## src/rtl/prio_arb_pkg.sv

```systemverilog
package prio_arb_pkg;

  typedef enum logic [1:0] {
    RESP_OKAY  = 2'b00,
    RESP_ERROR = 2'b01,
    RESP_RETRY = 2'b10,
    RESP_SPLIT = 2'b11
  } respCode_e;

  // Strobes handed from control to datapath each cycle
  typedef struct packed {
    logic advance;   // ownership may move on this edge
    logic parkHit;   // completing cycle of a split response
  } arbStrobes_t;

endpackage

```

## src/rtl/prio_pick.sv

```systemverilog
module prio_pick #(
  parameter int NUM_INIT = 8,
  localparam int IDW = $clog2(NUM_INIT)
) (
  input  logic [NUM_INIT-1:0] cand,
  output logic                found,
  output logic [IDW-1:0]      winIdx
);

  // Scan from the lowest priority upward so that index 0 wins last.
  always_comb begin
    found  = 1'b0;
    winIdx = '0;
    for (int i = NUM_INIT - 1; i >= 0; i--) begin
      if (cand[i]) begin
        found  = 1'b1;
        winIdx = IDW'(i);
      end
    end
  end

endmodule

```

## src/rtl/arb_ctrl.sv

```systemverilog
module arb_ctrl
  import prio_arb_pkg::*;
(
  input  logic        clk,
  input  logic        rstN,
  input  logic        busReady,
  input  logic [1:0]  respCode,
  output arbStrobes_t stb
);

  logic splitWaitQ;

  always_ff @(posedge clk) begin
    if (!rstN) splitWaitQ <= 1'b0;
    else       splitWaitQ <= !busReady && (respCode == RESP_SPLIT);
  end

  always_comb begin
    stb.advance = busReady;
    stb.parkHit = busReady && (respCode == RESP_SPLIT) && splitWaitQ;
  end

  // a park strobe only follows a stalled split cycle
  p_park_after_wait_r5: assert property (@(posedge clk) disable iff (!rstN)
    stb.parkHit |-> $past(!busReady && respCode == RESP_SPLIT));

endmodule

```

## src/rtl/arb_datapath.sv

```systemverilog
module arb_datapath
  import prio_arb_pkg::*;
#(
  parameter int NUM_INIT    = 8,
  parameter int FALLBACK_ID = 7,
  localparam int IDW = $clog2(NUM_INIT)
) (
  input  logic                clk,
  input  logic                rstN,
  input  logic [NUM_INIT-1:0] reqVec,
  input  logic [NUM_INIT-1:0] splitWake,
  input  arbStrobes_t         stb,
  output logic [NUM_INIT-1:0] grantVec,
  output logic [IDW-1:0]      ownerId
);

  localparam logic [IDW-1:0] FALLBACK = IDW'(FALLBACK_ID);

  logic [NUM_INIT-1:0] parkQ, parkD, parkSet, cand, grantQ;
  logic [IDW-1:0]      ownerQ, dataOwnerQ, winIdx, nextOwner;
  logic                found;

  assign parkSet = stb.parkHit ? (NUM_INIT'(1) << dataOwnerQ) : '0;

  // Per-initiator park bit: a new park beats a wake in the same cycle
  for (genvar i = 0; i < NUM_INIT; i++) begin : g_park
    assign parkD[i] = parkSet[i] | (parkQ[i] & ~splitWake[i]);

    p_wake_clears_r6: assert property (@(posedge clk) disable iff (!rstN)
      (splitWake[i] && !parkSet[i]) |=> !parkQ[i]);
  end

  assign cand = reqVec & ~parkD;

  prio_pick #(.NUM_INIT(NUM_INIT)) pick_i (
    .cand   (cand),
    .found  (found),
    .winIdx (winIdx)
  );

  assign nextOwner = found ? winIdx : FALLBACK;

  always_ff @(posedge clk) begin
    if (!rstN) begin
      parkQ      <= '0;
      ownerQ     <= FALLBACK;
      dataOwnerQ <= FALLBACK;
      grantQ     <= NUM_INIT'(1) << FALLBACK;
    end else begin
      parkQ <= parkD;
      if (stb.advance) begin
        ownerQ     <= nextOwner;
        dataOwnerQ <= ownerQ;
        grantQ     <= NUM_INIT'(1) << nextOwner;
      end
    end
  end

  assign grantVec = grantQ;
  assign ownerId  = ownerQ;

  p_single_owner_r1: assert property (@(posedge clk) disable iff (!rstN)
    ($countones(grantQ) == 1) && grantQ[ownerQ]);

  p_hold_stall_r4: assert property (@(posedge clk) disable iff (!rstN)
    !stb.advance |=> $stable(ownerQ) && $stable(grantQ));

  p_split_parks_r5: assert property (@(posedge clk) disable iff (!rstN)
    stb.parkHit |=> parkQ[$past(dataOwnerQ)]);

  p_idle_fallback_r8: assert property (@(posedge clk) disable iff (!rstN)
    (stb.advance && (cand == '0)) |=> ownerQ == FALLBACK);

endmodule

```

## src/rtl/prio_split_arbiter.sv

```systemverilog
module prio_split_arbiter
  import prio_arb_pkg::*;
#(
  parameter int NUM_INIT    = 8,
  parameter int FALLBACK_ID = 7,
  localparam int IDW = $clog2(NUM_INIT)
) (
  input  logic                clk,
  input  logic                rstN,
  input  logic [NUM_INIT-1:0] reqVec,
  input  logic                busReady,
  input  logic [1:0]          respCode,
  input  logic [NUM_INIT-1:0] splitWake,
  output logic [NUM_INIT-1:0] grantVec,
  output logic [IDW-1:0]      ownerId
);

  arbStrobes_t stb;

  arb_ctrl ctrl_i (
    .clk      (clk),
    .rstN     (rstN),
    .busReady (busReady),
    .respCode (respCode),
    .stb      (stb)
  );

  arb_datapath #(
    .NUM_INIT    (NUM_INIT),
    .FALLBACK_ID (FALLBACK_ID)
  ) dp_i (
    .clk       (clk),
    .rstN      (rstN),
    .reqVec    (reqVec),
    .splitWake (splitWake),
    .stb       (stb),
    .grantVec  (grantVec),
    .ownerId   (ownerId)
  );

endmodule

```

## config.mk

```make
export PLATFORM = sky130hd
export DESIGN_NAME = prio_split_arbiter
export DESIGN_NICKNAME = d
export VERILOG_FILES = /design/src/rtl/prio_arb_pkg.sv /design/src/rtl/prio_pick.sv /design/src/rtl/arb_ctrl.sv /design/src/rtl/arb_datapath.sv /design/src/rtl/prio_split_arbiter.sv
export SDC_FILE = /design/constraint.sdc
export NUM_CORES = 1
export LEC_CHECK = 0
export BUFFER_PORTS_ARGS = -buffer_cell sky130_fd_sc_hd__buf_4
export CORE_MARGIN = 4
export CORE_UTILIZATION = 25
export DETAILED_ROUTE_END_ITERATION = 10
export PLACE_DENSITY_LB_ADDON = 0.3
export SLEW_MARGIN = 10
export SYNTH_ARGS = -nofsm -noshare
export SYNTH_HDL_FRONTEND = slang
export SYNTH_HIERARCHICAL = 1
export SYNTH_SLANG_ARGS = --single-unit
```

## constraint.sdc

```tcl
create_clock -name clk -period 2.5 [get_ports clk]
set_clock_uncertainty 0.05 [all_clocks]
set_input_delay 0.25 -clock clk [delete_from_list [all_inputs] [get_ports clk]]
set_output_delay 0.25 -clock clk [all_outputs]
set_load 0.02 [all_outputs]
```

# Yosys cells after proc, flatten, opt, wreduce, memory -nomap -nowiden
# Index checks and enable logic that the tools add are counted.
[totals] register_bits=23 word_cells=56
[op_classes] eq_ne=1 shifts=2 mux=18 bitwise=26 n_reduce_logical=4
[ops] cell="$mux W3" count=9
[ops] cell="$shl A1 B3 Y8 const A" count=2
[ops] cell="$and A1 B1 Y1" count=8
[ops] cell="$and A8 B8 Y8" count=1
[ops] cell="$mux W1" count=8
[ops] cell="$mux W8" count=1
[ops] cell="$not A1 Y1" count=8
[ops] cell="$not A8 Y8" count=1
[ops] cell="$or A1 B1 Y1" count=8
[ops] cell="$logic_and A1 B1 Y1" count=3
[ops] cell="$eq A2 B2 Y1 const B" count=1
[ops] cell="$logic_not A1 Y1" count=1

# Depth between registers and ports, before layout
# Gate-level depths: netlist of run 1.
[depth] depth_word=17 mapped_depth=8 depth_no_buf=8

# Cells and area by module
# The synthesis of run 1 kept the hierarchy.
[by_module_without_submodules] module="arb_datapath" instances=1 cells_each=98 area_per_inst_um2=970.9 seq_area_each_um2=440.4
[by_module_without_submodules] module="prio_pick" instances=1 cells_each=13 area_per_inst_um2=80.1 seq_area_each_um2=0.0
[by_module_without_submodules] module="arb_ctrl" instances=1 cells_each=4 area_per_inst_um2=47.5 seq_area_each_um2=20.0

# Worst setup path before layout of run 1
# Ideal clock, no wire load.
[synth_timing] path_type="reg-to-reg" from="register ctrl_i.splitWaitQ" to="register dp_i.grantQ[2], in the netlist dp_i/grantVec[2]" setup_ns=0.117 arrival_ns=2.206 slack_ns=0.127 stages_incl_launch_ff=7 cell_sequence="dfxtp_1 and4_2 or4b_1 and3_1 o41ai_1 and4b_1 a32o_1"
[synth_rtl] element="start, declared" line_no="arb_ctrl.sv:11" text="logic splitWaitQ;"
[synth_rtl] element="start signal, assigned" line_no="arb_ctrl.sv:15" text="else splitWaitQ <= !busReady && (respCode == RESP_SPLIT);"
[synth_rtl] element="end signal, assigned" line_no="arb_datapath.sv:48" text="grantQ <= NUM_INIT'(1) << FALLBACK;"
[synth_rtl] element="end signal, assigned" line_no="arb_datapath.sv:54" text="grantQ <= NUM_INIT'(1) << nextOwner;"
[synth_rtl] element="end, declared" line_no="arb_datapath.sv:19" text="logic [NUM_INIT-1:0] parkQ, parkD, parkSet, cand, grantQ;"

==> out/metrics.yaml, run 1 <==
critical_path:
  max_stage_delay_ns: 0.47
  required_ns: 2.61
  cp_top_family: "simple AND/OR/NAND/NOR gates"
  start_kind: "flip-flop"
  crit_buf_inv: 1
  slowest_stage: "or4b_1"
  reg2reg_slack_ns: 0.09
  end_kind: "flip-flop"
  arrival_ns: 2.52
  crit_chain: "and4_2, or4b_1, and3_1, o41ai_1, buf_4, and4b_1, a32o_1"
  crit_type: "flip-flop to flip-flop"
  worstPathMaxFanout: 5
synth:
  synth_nets: 136
  yosysWarnings: 6
  ys_seq_elements: 23
  synthArstFlopShare: 0
  synth_edf_count: 0
  synth_cell_types: 32
  synth_seq_area_share: 0.419
  syn_inst: 115
  synth_area_sq_um: 1100
  avgSynthCellArea_sq_um: 9.55
  synth_flop_cell: "dfxtp_1"
timing:
  final_hold_viol_count: 0
  period_share: 0.965
  timing.fmax_mhz: 415
  setup_viol: 0
  worst_pin_slew_ns: 0.366
  slew_headroom: 0.755
  rsz0062_at_grt: "true"
  slew_viol_final: 0
  layout_min_cycle_time_ns: 2.41
clock_tree:
  clk_path_buf_depth: 2
  postCtsHoldBufs: 0
  ctsResizeCount: 0
  clkTransAtPathRegs_ns: 0.08
  clock_sinks: 23
  cts_root_buf: "clkbuf_8"
  post_cts_buffers: 0
  clock_latency_ns: 0.26
  cts_buffers: 3
  cts_tree: "built"
  h-tree-depth: 1
die:
  io-pin-count: 32
  initial_core_util: 0.267
  num_rows: 23
  die_h_um: 74.3
  die_x_um: 74.3
  die-area_sq_um: 5520
  core-area_sq_um: 4120
finish:
  drive_gt1_frac: 0.291
  syn2layout_area_growth_pct: 32.2
  num-nets-final: 170
  antenna_cells: 0
  utilization: 0.353
  final_common_cell: "buf_4"
  final_cells: 198
  final_cell_mix: "buf_4, dfxtp_1, nand2b_1, and3_1, a21boi_0"
global_route:
  grt_pass1_wl_um: 4560
  grt_overflow_total: 0
  grt_max_degree: 28
  grt_usage: 0.106
  antenna_found_initial: 0
  grt_pass1_vias: 1026
outcome:
  status: "completed"
detailed_routing:
  drt-initial-drc-count: 21
  viasPerCell: 4.98
  wl_um: 2740
  first_pass_iters: 4
  drcViolationCount: 0
  via_count: 987
  drt-wirelength-per-cell_um: 13.9
  drtAntennaViolNets: 0
hold_path:
  hold_path_class: "primary input to flip-flop"
placed_design:
  gp_congestion: 0.821
  dp_hpwl_um: 2090
  dp.cells: 194
  portBuffers: 31
power_and_ir_drop:
  ir_drop_v: 0.000379
  power.total_w: 0.000724
  p_per_area_nw_per_um2: 498
  power.leakage_nw: 0.587
job:
  max_cap_viol_count: 0
-- routing by layer --
metal | part of all wire | up-vias | GRT usage
li1 | - | 494 | -
met1 | 0.45 | 467 | 0.130
met2 | 0.47 | 24 | 0.179
met3 | 0.068 | 2 | 0.0378
met4 | 0.0044 | 0 | 0.0217
met5 | 0 | - | 0
-- worst register-to-register path, cell delays in order, from the launching register on --
cell,delay (ns)
dfxtp_1,0.32
and4_2,0.22
or4b_1,0.47
and3_1,0.25
o41ai_1,0.34
buf_4,0.19
and4b_1,0.21
a32o_1,0.26
-- path summary, 6_finish.rpt --
check,depth (start not counted),to,from
worst max-delay path,7,dp_i/grantVec[6],ctrl_i/splitWaitQ
worst min register to register,2,dp_i/parkQ[7],dp_i/parkQ[7]
worst max register to register,7,dp_i/grantVec[6],ctrl_i/splitWaitQ
worst min-delay path,3,dp_i/parkQ[6],splitWake[6]
-- final cells by class --
type / count / area [sq um]
inverters: 2 / 7.51
clock inverters: 1 / 5.00
clock buffers: 3 / 41.3
repair buffers: 35 / 263
multi-input cells: 84 / 613
flip-flops and latches: 23 / 460
fillers: 429 / 2660
well taps: 50 / 62.6
-- registers in the layout, indices dropped and copies added (netlist names) --
signal / count
dp_i/grantVec: 8
ctrl_i/splitWaitQ: 1
dp_i/ownerId: 3
dp_i/dataOwnerQ: 3
dp_i/parkQ: 8
-- power breakdown --
group / internal [W] / total, W / leakage, nW / switching, W
Sequential: 0.000377 / 0.000387 / 0.187 / 0.0000105
Clock: 0.000111 / 0.000229 / 0.0255 / 0.000118
Combinational: 0.0000574 / 0.000108 / 0.374 / 0.0000502
Total: 0.000545 / 0.000724 / 0.587 / 0.000179
-- cells in the mapped netlist, drive strengths merged (2+ instances only) --
library cell | count | share of area
dfxtp | 23 | 0.42
nand2b | 11 | 0.063
a21boi | 9 | 0.062
and3 | 8 | 0.046
nand3b | 6 | 0.041
nand2 | 5 | 0.017
nor2b | 5 | 0.028
o21ai | 5 | 0.023
nand4b | 4 | 0.032
nand4bb | 4 | 0.041
nor2 | 4 | 0.014
buf | 3 | 0.016
clkbuf | 3 | 0.010
mux2i | 3 | 0.027
o31ai | 3 | 0.020
a32o | 2 | 0.018
and3b | 2 | 0.016
and4b | 2 | 0.018
inv | 2 | 0.0068
nor4 | 2 | 0.017
-- kinds of logic (layout without fill, tap and decap cells) --
logic type | Yosys count | in the layout | share of synthesized area
AO/OA/AOI/OAI | 25 | 25 | 0.164
flip-flops | 23 | 23 | 0.419
buffers and inverters | 8 | 41 | 0.0330
AND/OR/NAND/NOR | 56 | 56 | 0.356
multiplexers | 3 | 3 | 0.0273
-- through the flow --
stage	area [sq um]	TNS [ns]	hold slack (ns)	setup slack [ns]
2_1_floorplan	1100	0	0.385	0.127
3_3_place_gp	1400	0	0.414	0.0287
4_1_cts	1440	0	0.223	0.0708
6_report	1450	0	0.230	0.0879
5_1_grt	1450	-0.0457	0.216	-0.0299
3_5_place_dp	1400	0	0.431	0.0503
No activity file was read; power rests on OpenSTA's default activity.
==> inputs of run 2 (changes only) <==
- ABC_AREA: default -> 1
==> out/metrics.yaml, run 2 <==
power_and_ir_drop:
  ir_drop_v: 0.000276  # -27%
  switching_share: 0.257  # +0.0107
  seqPwrFrac: 0.528  # -0.007
  power_frac_comb: 0.156  # +0.007
  p_per_area_nw_per_um2: 500  # +0.41%
  power.total_w: 0.000733  # +1.3%
  power_frac_clock: 0.316  # about the same
  internal_power_w: 0.000544  # -0.17%
  power.leakage_nw: 0.720  # +23%
  p_switching_w: 0.000189  # +5.7%
clock_tree:
  h-tree-depth: 1  # unchanged
  clkTransAtPathRegs_ns: 0.08  # about the same
  postCtsHoldBufs: 0  # unchanged
  ctsResizeCount: 0  # unchanged
  cts_tree: "built"
  cts_buffers: 3  # unchanged
  clock_sinks: 23  # unchanged
  clk_path_buf_depth: 2  # unchanged
  clock_latency_ns: 0.26  # about the same
  post_cts_buffers: 0  # unchanged
  cts_root_buf: "clkbuf_8"
synth:
  synth_area_leader_cell: "dfxtp_1"
  avgSynthCellArea_sq_um: 6.70  # -30%
  yosys-top-cells-count: "nor2_1, inv_1, nand2_1"
  syn_inst: 173  # +50%
  synth_top_area_frac: 0.397  # -0.0217
  synth_flop_cell: "dfxtp_1"
  synth_area_leaders: "dfxtp_1, nor2_1, inv_1, nand2_1, a21oi_1"
  synth_nets: 194  # +43%
  yosysMostFrequentCell: "nor2_1"
  synth_seq_area_share: 0.397  # -0.0217
  ys_seq_elements: 23  # unchanged
  synth_cell_types: 21  # -34%
  synthArstFlopShare: 0  # unchanged
  synth_edf_count: 0  # unchanged
  synth_area_sq_um: 1160  # +5.5%
  yosysWarnings: 6  # unchanged
detailed_routing:
  drt-initial-drc-count: 64  # +200%
  drtAntennaViolNets: 0  # unchanged
  drcViolationCount: 0  # unchanged
  drt-wirelength-per-cell_um: 10.5  # -24%
  viasPerCell: 4.13  # -17%
  first_pass_iters: 4  # unchanged
  wl_um: 2690  # -1.9%
  via_count: 1057  # +7.1%
critical_path:
  reg2reg_slack_ns: 0.43  # +0.34 ns
  worstPathMaxFanout: 8  # +3
  end_kind: "flip-flop"
  crit_type: "flip-flop to flip-flop"
  cpMostUsedCell: "nor2_1"
  max_stage_delay_ns: 0.31  # -0.16 ns
  start_kind: "flip-flop"
  crit_chain: "nand2_1, nor2_1, nand2_1, nor2_1, a21oi_1, and2_1, or2_1, nor3_2, nand2_1, nand2_1, nand2_2, nor2_1, nor2_1, nor2_1"
  arrival_ns: 2.22  # -0.30 ns
  slowest_stage: "dfxtp_1"
  required_ns: 2.65  # +0.04 ns
timing:
  slew_headroom: 0.554  # -0.201
  layout_min_cycle_time_ns: 2.07  # -0.341 ns
  holdWs_ns: 0.138  # -0.0923 ns
  rsz0062_at_grt: "false"
  setup_tns_ns: 0  # unchanged
  timing.fmax_mhz: 483  # +16%
  setup_viol: 0  # unchanged
  worst_pin_slew_ns: 0.668  # +0.302 ns
  slew_viol_final: 0  # unchanged
  final_hold_viol_count: 0  # unchanged
  period_share: 0.829  # -0.136
placed_design:
  placed_area_sq_um: 1420  # +1.8%
  dp.cells: 252  # +30%
  gp_congestion: 0.797  # -3.0%
  portBuffers: 31  # unchanged
  dp_hpwl_um: 2080  # -0.18%
finish:
  num-nets-final: 226  # +33%
  final_cell_mix: "nor2_1, buf_4, inv_1, nand2_1, dfxtp_1"
  design_area_sq_um: 1470  # +0.86%
  final_common_cell: "nor2_1"
  drive_gt1_frac: 0.230  # -0.0601
  syn2layout_area_growth_pct: 26.5
  fill_cells: 501  # +17%
  antenna_cells: 0  # unchanged
  final_cells: 256  # +29%
global_route:
  grt_pass1_wl_um: 4680  # +2.6%
  grt_max_degree: 22  # -21%
  antenna_found_initial: 0  # unchanged
  grt_overflow_total: 0  # unchanged
  grt_pass1_vias: 1042  # +1.6%
  grt_usage: 0.0962  # -0.00961
die:
  initial_core_util: 0.262  # -0.00448
  die_x_um: 76.1  # +2.4%
  num_rows: 24  # +4.3%
  die_h_um: 76.1  # +2.4%
  io-pin-count: 32  # unchanged
  die-area_sq_um: 5790  # +4.9%
  core-area_sq_um: 4410  # +7.3%
outcome:
  status: "completed"
job:
  max_cap_viol_count: 0  # unchanged
hold_path:
  hold_path_class: "primary input to flip-flop"
==> run 2: cell count changes in the layout (fill, tap and decap cells not counted), sizes merged, moves of 9 or more <==
cell    delta
a21boi     -9
a21oi     +17
inv       +31
nand2     +27
nand2b    -11
nor2      +34
==> run 2: logic make-up after synthesis <==
logic type      synth area share
simple gates               0.341
buf+inv                    0.151
flops                      0.397
compound gates             0.110
==> run 2: cell type report <==
| class | instances | area [sq um] | share of cell area |
|---|---|---|---|
| clock buffer | 4 | 45.0 | 0.0307 |
| sequential | 23 | 460 | 0.314 |
| tap | 52 | 65.1 | 0.0444 |
| multi-input combinational | 111 | 523 | 0.357 |
| inverter | 33 | 124 | 0.0845 |
| timing repair buffer | 33 | 248 | 0.169 |
==> run 2: power groups by stage <==
stage | Clock, W | Sequential, W | Combinational, W
3_5_place_dp | 0 | 0.000396 | 0.000115
3_3_place_gp | 0 | 0.000396 | 0.000116
4_1_cts | 0.000245 | 0.000387 | 0.000116
2_1_floorplan | 0 | 0.000404 | 0.0000597
6_report | 0.000232 | 0.000387 | 0.000114
5_1_grt | 0.000256 | 0.000389 | 0.000129
==> run 2: per-stage QoR <==
step | setup slack, ns | utilization
after floorplan | 0.700 | -
after global placement | 0.331 | 0.322
after detailed placement | 0.340 | 0.322
after CTS | 0.382 | 0.332
after global routing | 0.0555 | 0.332
final | 0.429 | 0.332
==> run 2: per-layer routing <==
metal	GRT usage	routed length, um	vias up
met2	0.147	1130	32
met1	0.127	1320	441
met3	0.0343	218	2
met4	0.0262	24	0
met5	0	0	-
li1	-	-	582
==> run 2: worst max-delay path, delay by kind of cell, from the launching register on <==
kind | cells | cell delay (ns)
AO/OA/AOI/OAI | 1 | 0.06
flip-flops | 1 | 0.31
AND/OR/NAND/NOR | 13 | 1.59
==> run 2: final timing paths <==
kind	startpoint	to	cells past startpoint
worst max-delay path	ctrl_i/splitWaitQ	dp_i/grantVec[5]	14
worst min-delay path	rstN	dp_i/dataOwnerQ[2]	2
worst max register to register	ctrl_i/splitWaitQ	dp_i/grantVec[5]	14
worst min register to register	dp_i/parkQ[3]	dp_i/parkQ[3]	2
==> inputs of run 3 (changes only) <==
- clock period: 2.5 -> 2.05 ns (I/O delays scaled with it)
==> out/metrics.yaml, run 3 (same netlist as run 2, synthesis figures left out) <==
finish:
  num-nets-final: 233  # +3.1%
  antenna_cells: 0  # unchanged
  final_common_cell: "buf_4"
  final_cell_mix: "buf_4, nand2_1, nor2_1, inv_1, dfxtp_1"
  syn2layout_area_growth_pct: 40.4
  design_area_sq_um: 1630  # +11%
  utilization: 0.368  # +0.0366
  drive_gt1_frac: 0.403  # +0.172
timing:
  setup_viol: 1  # +1
  worst_pin_slew_ns: 0.680  # +0.0117 ns
  layout_min_cycle_time_ns: 2.05  # -0.0183 ns
  setup_ws_ns: -0.00315  # -0.432 ns
  slew_viol_final: 0  # unchanged
  final_hold_viol_count: 0  # unchanged
  period_share: 1.00  # +0.173
  holdWs_ns: 0.0988  # -0.0390 ns
  rsz0062_at_grt: "true"
  slew_headroom: 0.546  # -0.00782
  timing.fmax_mhz: 487  # +0.89%
detailed_routing:
  drcViolationCount: 0  # unchanged
  drtAntennaViolNets: 0  # unchanged
  drt-initial-drc-count: 34  # -47%
  drt-wirelength-per-cell_um: 10.6  # +0.81%
  wl_um: 2790  # +3.6%
  first_pass_iters: 4  # unchanged
  viasPerCell: 4.14  # +0.19%
  via_count: 1088  # +2.9%
critical_path:
  reg2reg_slack_ns: -0.003  # -0.43 ns
  worstPathMaxFanout: 4  # -4
  reg2reg_from: "ctrl_i/splitWaitQ"
  crit_cells: 15  # +1
  r2r_end: "dp_i/grantVec[6]"
  arrival_ns: 2.13  # -0.09 ns
  max_stage_delay_ns: 0.33  # +0.02 ns
  cpMostUsedCell: "nand2_2"
  reg2reg_depth: 15  # +1
  cp_top_family: "simple AND/OR/NAND/NOR gates"
  start_kind: "flip-flop"
  end_kind: "flip-flop"
  required_ns: 2.13  # -0.52 ns
  crit_chain: "nand2_2, nor2_4, nand2_2, inv_2, nand2_2, and3_4, or2_4, nor3_4, nor2_2, inv_2, nand2_2, nand2_4, nor2_4, nor2_2, nor2_1"
  crit_buf_inv: 2  # +2
  crit_type: "flip-flop to flip-flop"
  slowest_stage: "dfxtp_2"
clock_tree:
  clock_sinks: 23  # unchanged
  clkTransAtPathRegs_ns: 0.09  # about the same
  postCtsHoldBufs: 0  # unchanged
  cts_buffers: 3  # unchanged
  clk_path_buf_depth: 2  # unchanged
  cts_root_buf: "clkbuf_8"
  cts_tree: "built"
  clock_latency_ns: 0.27  # about the same
  h-tree-depth: 1  # unchanged
die:
  die_h_um: 76.1  # unchanged
  initial_core_util: 0.262  # unchanged
  io-pin-count: 32  # unchanged
  core-area_sq_um: 4410  # unchanged
  die_x_um: 76.1  # unchanged
  die-area_sq_um: 5790  # unchanged
  num_rows: 24  # unchanged
hold_path:
  holdPathEnd: "dp_i/dataOwnerQ[2]"
  holdPathStages: 2  # unchanged
  hold_start: "rstN"
  hold_path_class: "primary input to flip-flop"
global_route:
  grt_pass1_wl_um: 4730  # +1.0%
  grt_max_degree: 22  # unchanged
  antenna_found_initial: 0  # unchanged
  grt_pass1_vias: 1051  # +0.86%
  grt_overflow_total: 0  # unchanged
  grt_usage: 0.0983  # +0.00210
outcome:
  status: "complete, but fails checks"
  violations: "negative setup slack"
placed_design:
  gp_congestion: 0.772  # -3.1%
  placed_area_sq_um: 1460  # +2.6%
  dp_hpwl_um: 2040  # -1.8%
  portBuffers: 31  # unchanged
power_and_ir_drop:
  ir_drop_v: 0.000261  # -5.6%
  power.leakage_nw: 0.783  # +8.7%
  p_per_area_nw_per_um2: 567  # +13%
job:
  max_cap_viol_count: 0  # unchanged
==> run 3: changes by cell type in the layout (fill, tap and decap cells not counted), moves of 3 or more <==
cell / change
nor2_1: -8
nor2_4: +3
nand2_2: +3
inv_2: +8
nand2_1: -5
inv_1: -8
nor2_2: +5
buf_4: +7
==> run 3: per-stage QoR <==
step / power (W) / instances / setup WS [ns] / setup TNS [ns]
6_report: 0.000922 / 263 / -0.00315 / -0.00315
2_1_floorplan: 0.000565 / 173 / 0.250 / 0
5_1_grt: 0.000976 / 263 / -0.152 / -0.924
3_3_place_gp: 0.000628 / 257 / -0.0577 / -0.163
3_5_place_dp: 0.000628 / 257 / -0.0721 / -0.287
4_1_cts: 0.000921 / 261 / 0.00683 / 0
==> run 3: what timing repair did <==
item | CTS | global route
hold endpoints to repair | 0 | 0
pin swaps | 0 | 13
setup buffers | 0 | 2
resized for setup | 2 | 35
endpoints found under the setup margin | 8 | 11
==> run 3: power breakdown <==
part / total, W / internal, W / switching, W
Sequential: 0.000472 / 0.000461 / 0.0000109
Combinational: 0.000164 / 0.0000761 / 0.0000879
Clock: 0.000286 / 0.000136 / 0.000150
==> run 3: area by class of cell <==
class,instances,area [sq um]
flip-flops and latches,23,462
clock inverters,1,5.00
inverters,33,124
multi-input cells,111,629
fillers,478,2790
repair buffers,40,300
clock buffers,3,41.3
well taps,52,65.1
==> run 3: routing by layer <==
| metal | part of all wire | GRT usage | wire length [um] | vias to the layer above |
|---|---|---|---|---|
| li1 | - | - | - | 600 |
| met1 | 0.46 | 0.124 | 1280 | 461 |
| met2 | 0.47 | 0.158 | 1300 | 25 |
| met3 | 0.070 | 0.0402 | 194 | 2 |
| met4 | 0.0043 | 0.0210 | 12 | 0 |
| met5 | 0 | 0 | 0 | - |
==> run 3: worst max path at each step <==
stage,start,endpoint,slack (ns)
after floorplan,ctrl_i/splitWaitQ,dp_i/grantVec[6],0.25
after global placement,respCode[0],dp_i/grantVec[5],-0.06
after detailed placement,respCode[0],dp_i/grantVec[6],-0.07
after CTS,ctrl_i/splitWaitQ,dp_i/grantVec[6],0.007
after global routing,ctrl_i/splitWaitQ,dp_i/grantVec[6],-0.15
final,ctrl_i/splitWaitQ,dp_i/grantVec[6],-0.003
